===== config.mk =====
export PLATFORM = sky130hd
export DESIGN_NAME = uart_midbit_rx
export DESIGN_NICKNAME = d
export VERILOG_FILES = /design/src/rtl/uart_rx_pkg.sv /design/src/rtl/rx_line_sync.sv /design/src/rtl/rx_bit_timer.sv /design/src/rtl/rx_ctrl.sv /design/src/rtl/uart_midbit_rx.sv
export SDC_FILE = /design/constraint.sdc
export NUM_CORES = 1
export LEC_CHECK = 0
export BUFFER_PORTS_ARGS = -buffer_cell sky130_fd_sc_hd__buf_4
export CAP_MARGIN = 40
export CORE_ASPECT_RATIO = 0.6
export CORE_UTILIZATION = 25
export CTS_BUF_LIST = sky130_fd_sc_hd__clkbuf_4 sky130_fd_sc_hd__clkbuf_8
export CTS_CLUSTER_SIZE = 8
export DETAILED_ROUTE_END_ITERATION = 12
export GPL_ROUTABILITY_DRIVEN = 0
export GPL_TIMING_DRIVEN = 0
export PLACE_DENSITY_LB_ADDON = 0.15
export SKIP_LAST_GASP = 1
export SYNTH_ARGS = -nofsm -noshare
export SYNTH_HDL_FRONTEND = slang
export SYNTH_SLANG_ARGS = --single-unit

===== constraint.sdc =====
create_clock -name clk -period 1.9 [get_ports clk]
set_input_delay 0.285 -clock clk [delete_from_list [all_inputs] [get_ports clk]]
set_output_delay 0.285 -clock clk [all_outputs]
set_load 0.02 [all_outputs]

===== src/rtl/uart_rx_pkg.sv =====
package uart_rx_pkg;
  typedef enum logic [1:0] {
    ST_IDLE = 2'd0,
    ST_HALF = 2'd1,
    ST_BITS = 2'd2,
    ST_LOAD = 2'd3
  } rx_state_t;
endpackage


===== src/rtl/rx_line_sync.sv =====
module rx_line_sync #(
  parameter int STAGES = 2
) (
  input  logic clk,
  input  logic rst,
  input  logic d_async,
  output logic d_sync
);
  logic [STAGES-1:0] chain;

  always_ff @(posedge clk) begin
    if (rst) chain <= '1;
    else     chain <= {chain[STAGES-2:0], d_async};
  end

  assign d_sync = chain[STAGES-1];
endmodule


===== src/rtl/rx_bit_timer.sv =====
module rx_bit_timer #(
  parameter int CLKS_PER_BIT = 87
) (
  input  logic clk,
  input  logic rst,
  input  logic clr,
  input  logic half_sel,
  output logic tc
);
  localparam int HALF_BIT = CLKS_PER_BIT / 2;
  localparam int CNT_W    = $clog2(CLKS_PER_BIT + 1);
  localparam logic [CNT_W-1:0] FULL_LAST = CNT_W'(CLKS_PER_BIT - 1);
  localparam logic [CNT_W-1:0] HALF_LAST = CNT_W'(HALF_BIT - 1);

  logic [CNT_W-1:0] cnt;

  always_comb tc = !clr && (cnt == (half_sel ? HALF_LAST : FULL_LAST));

  always_ff @(posedge clk) begin
    if (rst || clr) cnt <= '0;
    else if (tc)    cnt <= '0;
    else            cnt <= cnt + 1'b1;
  end

  AST_TIMER_RANGE: assert property (@(posedge clk) disable iff (rst)
    cnt <= FULL_LAST);
endmodule


===== src/rtl/rx_ctrl.sv =====
module rx_ctrl
  import uart_rx_pkg::*;
#(
  parameter int CLKS_PER_BIT = 87,
  parameter int DATA_BITS    = 8
) (
  input  logic clk,
  input  logic rst,
  input  logic line,
  input  logic fall,
  output logic shift_stb,
  output logic load_stb,
  output logic glitch_stb
);
  localparam int FRAME_BITS = DATA_BITS + 2;
  localparam int SH_W       = $clog2(FRAME_BITS + 1);
  localparam logic [SH_W-1:0] LAST_SHIFT = SH_W'(FRAME_BITS - 1);

  rx_state_t        state;
  logic [SH_W-1:0]  shifts;
  logic             tmr_clr, tmr_half, tmr_tc;

  rx_bit_timer #(.CLKS_PER_BIT(CLKS_PER_BIT)) u_timer (
    .clk      (clk),
    .rst      (rst),
    .clr      (tmr_clr),
    .half_sel (tmr_half),
    .tc       (tmr_tc)
  );

  always_comb begin
    tmr_clr    = (state == ST_IDLE) || (state == ST_LOAD);
    tmr_half   = (state == ST_HALF);
    shift_stb  = ((state == ST_HALF) && tmr_tc && !line) ||
                 ((state == ST_BITS) && tmr_tc);
    glitch_stb = (state == ST_HALF) && tmr_tc && line;
    load_stb   = (state == ST_LOAD);
  end

  always_ff @(posedge clk) begin
    if (rst) begin
      state  <= ST_IDLE;
      shifts <= '0;
    end else begin
      if (state == ST_IDLE) shifts <= '0;
      else if (shift_stb)   shifts <= shifts + 1'b1;
      case (state)
        ST_IDLE: if (fall) state <= ST_HALF;
        ST_HALF: if (tmr_tc) state <= line ? ST_IDLE : ST_BITS;
        ST_BITS: if (tmr_tc && shifts == LAST_SHIFT) state <= ST_LOAD;
        ST_LOAD: state <= ST_IDLE;
        default: state <= ST_IDLE;
      endcase
    end
  end

  AST_SHIFT_LIMIT: assert property (@(posedge clk) disable iff (rst)
    shifts <= SH_W'(FRAME_BITS));
  AST_LOAD_FULL_FRAME: assert property (@(posedge clk) disable iff (rst)
    load_stb |-> shifts == SH_W'(FRAME_BITS));
  AST_GLITCH_NO_SHIFT: assert property (@(posedge clk) disable iff (rst)
    glitch_stb |=> (state == ST_IDLE) && (shifts == '0));
endmodule


===== src/rtl/uart_midbit_rx.sv =====
module uart_midbit_rx #(
  parameter int CLKS_PER_BIT = 87,
  parameter int DATA_BITS    = 8,
  parameter int SYNC_STAGES  = 2
) (
  input  logic                 clk,
  input  logic                 rst,
  input  logic                 rx_serial,
  output logic [DATA_BITS-1:0] rx_byte,
  output logic                 rx_done,
  output logic                 rx_frame_err,
  output logic                 rx_glitch
);
  localparam int FRAME_BITS = DATA_BITS + 2;

  logic                  line, line_d, fall;
  logic                  shift_stb, load_stb, glitch_stb;
  logic [FRAME_BITS-1:0] frame_sr;

  rx_line_sync #(.STAGES(SYNC_STAGES)) u_sync (
    .clk     (clk),
    .rst     (rst),
    .d_async (rx_serial),
    .d_sync  (line)
  );

  always_ff @(posedge clk) begin
    if (rst) line_d <= 1'b1;
    else     line_d <= line;
  end
  assign fall = line_d & ~line;

  rx_ctrl #(.CLKS_PER_BIT(CLKS_PER_BIT), .DATA_BITS(DATA_BITS)) u_ctrl (
    .clk        (clk),
    .rst        (rst),
    .line       (line),
    .fall       (fall),
    .shift_stb  (shift_stb),
    .load_stb   (load_stb),
    .glitch_stb (glitch_stb)
  );

  always_ff @(posedge clk) begin
    if (rst)            frame_sr <= '1;
    else if (shift_stb) frame_sr <= {line, frame_sr[FRAME_BITS-1:1]};
  end

  always_ff @(posedge clk) begin
    if (rst) begin
      rx_byte      <= '0;
      rx_done      <= 1'b0;
      rx_frame_err <= 1'b0;
      rx_glitch    <= 1'b0;
    end else begin
      rx_done   <= load_stb;
      rx_glitch <= glitch_stb;
      if (load_stb) begin
        rx_byte      <= frame_sr[FRAME_BITS-2:1];
        rx_frame_err <= frame_sr[0] | ~frame_sr[FRAME_BITS-1];
      end
    end
  end

  AST_DONE_ONE_CYCLE: assert property (@(posedge clk) disable iff (rst)
    rx_done |=> !rx_done);
  AST_BYTE_HOLD: assert property (@(posedge clk) disable iff (rst)
    !$stable(rx_byte) |-> rx_done);
  AST_FERR_WITH_DONE: assert property (@(posedge clk) disable iff (rst)
    !$stable(rx_frame_err) |-> rx_done);
  AST_GLITCH_NO_DONE: assert property (@(posedge clk) disable iff (rst)
    rx_glitch |-> !rx_done);
endmodule


==> impl_metrics.toml <==
[power_and_ir_drop]
irDropWorstVdd_mv = 0.2913
seq_power_share_pct = 48.6
p_comb_share_pct = 7.7
intPower_mw = 1.270
clock_share_of_power_pct = 43.7
power.share.switching_pct = 22.68
p_per_area_nw_per_um2 = 813.6
power_leakage_nw = 0.7458
power_switching_mw = 0.3724

[routing]
met3_wirelength_um = 117
wire_per_inst_um = 11.83
ant_nets = 0
postRouteWirelength_mm = 3.195
top_signal_layer_used = "met4"
number_of_iterations_in_the_first_detailed_routing_pass = 4
drt-met1-wl_mm = 1.759
via_count = 1153
drc = 0
route.detailed.vias_per_inst = 4.270
routed-wl-met2_mm = 1.296
initialDrtViolationCount = 35

[floorplan]
num_rows = 21
core_area_um2 = 5728
die_w_um = 102.8
boundaryPins = 14
chipHeight_um = 62.48
floorplan.die_area_um2 = 6422
start_util_pct = 26.61

[grt]
grt_pass1_vias = 1074
antenna_found_initial = 0
grt_overflow_total = 0
grt_first_pass_wirelength_mm = 5.140
grt_start_max_net_pins = 13
groute.usage.overall_pct = 10.51

[finish]
final_net_count = 200
design_area_um2 = 2018
drive_gt1_share_pct = 28.42
number_of_antenna_repair_diodes = 0
synthToLayoutAreaGrowth_pct = 32.43
layout.cells.non_filler = 270

[clocking]
cts-htree-levels = 2
clock_sinks = 37
clkLatencyLatePin_ns = 0.29
cts-root-buf = "clkbuf_8"
cts_inserted_buffers = 5
cts_buffer_depth = 2
tritoncts_clock_tree = "yes"
clkTransAtPathRegs_ns = 0.08

[worst_setup_path]
worst_r2r_endpoint = "u_ctrl.shifts[2]"
r2r_cells = 6
cp_startpoint_kind = "flip-flop"
cp_slowest_cell = "or3b_4"
timing.critical_path.to_type = "flip-flop"
crit_path_end = "u_ctrl.shifts[2]"
arrival_ns = 2.03
cpLargestDelayFamily = "simple AND/OR/NAND/NOR gates"
cp.depth = 6
crit-reg2reg-launch = "u_ctrl.u_timer.cnt[2]"
worst-r2r-setup-slack_ns = 0.03
timing.critical_path.required_ns = 2.07
timing.critical_path.cells = "or3b_4, nand4bb_4, a211o_1, buf_4, o21ai_0, a21oi_1"
critical_path_buf_inv_count = 1
crit_type = "flip-flop to flip-flop"
worst-path-max-fanout = 10
cpPeakStageDelay_ns = 0.39
crit_path_start = "u_ctrl.u_timer.cnt[2]"

[sta]
layout_min_cycle_time_ns = 1.867
slew-limit-headroom_pct = 56.27
maxSlewViolCount = 0
timing.clock.skew_ns = 0.01129
setup_viol_count_final = 0
tightestPinTransition_ns = 0.6559
rsz0062_at_grt = "yes"
hold_slack_ns = 0.1790
final.period_utilization_pct = 98.24
max_freq_mhz = 535.8
final-hold-violation-count = 0

[synth]
synth_top_cell_area_share_pct = 48.60
synth_seq_cells = 37
yosys.cell_count.top_type = "dfxtp_1"
synth_enable_flop_cells = 0
synthesis.nets = 171
post_synth_inst_count = 160
yosys-top-cells-count = "dfxtp_1 (37), nor2_1 (24), a21oi_1 (13), inv_1 (10), nor3_1 (10)"
synthFlopType = "dfxtp_1"
syn_area_per_cell_um2 = 9.525
asyncSetResetFlopFracSynth_pct = 0
yosys.area.top_type = "dfxtp_1"
synthTopCellsByArea = "dfxtp_1 (49%), ha_1 (6.6%), mux2i_1 (5.9%), nor2_1 (5.9%), a21oi_1 (4.3%)"
share_of_the_yosys_chip_area_belonging_to_registers_pct = 48.60
post_synth_num_cell_types = 32
synth_area_um2 = 1524
synth-warning-count = 0

[placed_design]
dp_cells = 253
dpl-instance-area_um2 = 1724
hpwl_mm = 2.184
io_buffers = 13

[worst_hold_path]
min-delay-path-class = "input port to flip-flop"

[job]
timing.max_cap.violations = 0

[status]
status = "finished clean"
==> cells by family after synthesis <==
logic type | count (synthesis) | synth area share, %
AOI/OAI and AO/OA | 26 | 10.67
xor gates and xnor gates | 6 | 3.448
adders and majority gates | 8 | 6.568
buffers and inverters | 16 | 4.188
DFF | 37 | 48.60
muxes | 9 | 5.912
and+or+nand+nor | 58 | 20.61
==> layout by cell type (no fill, tap or decap), types with 2 or more instances in the layout <==
cell	instances
dfxtp_1	32
a211o_1	2
nand3b_1	2
mux2i_1	9
o21ai_0	2
a211oi_2	2
o21ai_1	2
clkbuf_8	6
buf_6	4
or2_2	3
ha_4	2
and3_1	2
nor2b_1	2
clkbuf_1	4
dfxtp_4	3
xnor2_1	3
buf_4	20
xor2_1	2
nor2_1	23
nand3_1	4
or3_1	2
nor3_1	10
inv_1	8
dfxtp_2	2
ha_1	6
nand2_1	2
a21oi_1	13
==> timing repair <==
item | 4_1_cts | 5_1_grt
hold buffers | 0 | 0
resized for setup | 16 | 15
buffers inserted | 4 | 5
setup endpoints to repair | 16 | 11
pin swaps | 7 | 12
endpoints found under the hold margin | 0 | 0
==> per-layer routing <==
layer | up-vias | GRT usage, %
met3 | 4 | 3.691
li1 | 605 | -
met2 | 19 | 14.08
met1 | 525 | 15.46
met5 | - | 0
met4 | 0 | 3.169
==> worst reg2reg max path: cells and delay by family (launching register included) <==
family | cells | cell delay [ns]
compound gates | 3 | 0.59
flops | 1 | 0.36
buf+inv | 1 | 0.19
simple gates | 2 | 0.62
==> layout make-up <==
cell class,count,area [um^2]
Fill cell,603,3710
Multi-Input combinational cell,107,793.3
Sequential cell,37,754.5
Timing Repair Buffer,22,176.4
Tap cell,80,100.1
Clock buffer,6,82.58
Inverter,10,40.04
Clock inverter,2,37.54
Buffer,6,33.78
==> worst min path at each step <==
stage                           end             from  slack, ns  depth (start not counted)
floorplan           u_sync.chain[0]        rx_serial       0.39                          1
finish              u_sync.chain[0]        rx_serial       0.18                          2
CTS                 u_sync.chain[0]        rx_serial       0.17                          2
global placement    u_sync.chain[1]  u_sync.chain[0]       0.41                          1
global route        u_sync.chain[0]        rx_serial       0.18                          2
detailed placement  u_sync.chain[1]  u_sync.chain[0]       0.41                          1
==> stage by stage <==
stage                     TNS [ns]  total power, mW  setup WS, ns  utilization [%]
after floorplan                  0           0.8794       0.02265                -
after global placement      -2.883           0.9048       -0.2623            30.10
after detailed placement    -3.027           0.9047       -0.2643            30.10
after CTS                        0            1.648      0.001415            33.70
after global routing       -0.2985            1.709      -0.04761            35.23
final                            0            1.642       0.03349            35.23
==> flip-flops by register name, summed over array words and instances (netlist names), named ones only <==
name	flops
rx_done	1
u_ctrl.shifts	4
u_sync.chain	2
rx_glitch	1
rx_frame_err	1
frame_sr	10
u_ctrl.state	1
u_ctrl.u_timer.cnt	7
line_d	1
rx_byte	8
==> power by group through the flow <==
stage                     clock network, mW  logic [mW]  registers, mW
after floorplan                           0      0.0690          0.810
after global placement                    0      0.0922          0.813
after detailed placement                  0      0.0920          0.813
after CTS                             0.738       0.112          0.798
after global routing                  0.767       0.142          0.800
final                                 0.717       0.126          0.798
Note: power is estimated with default switching activity, not from simulation.
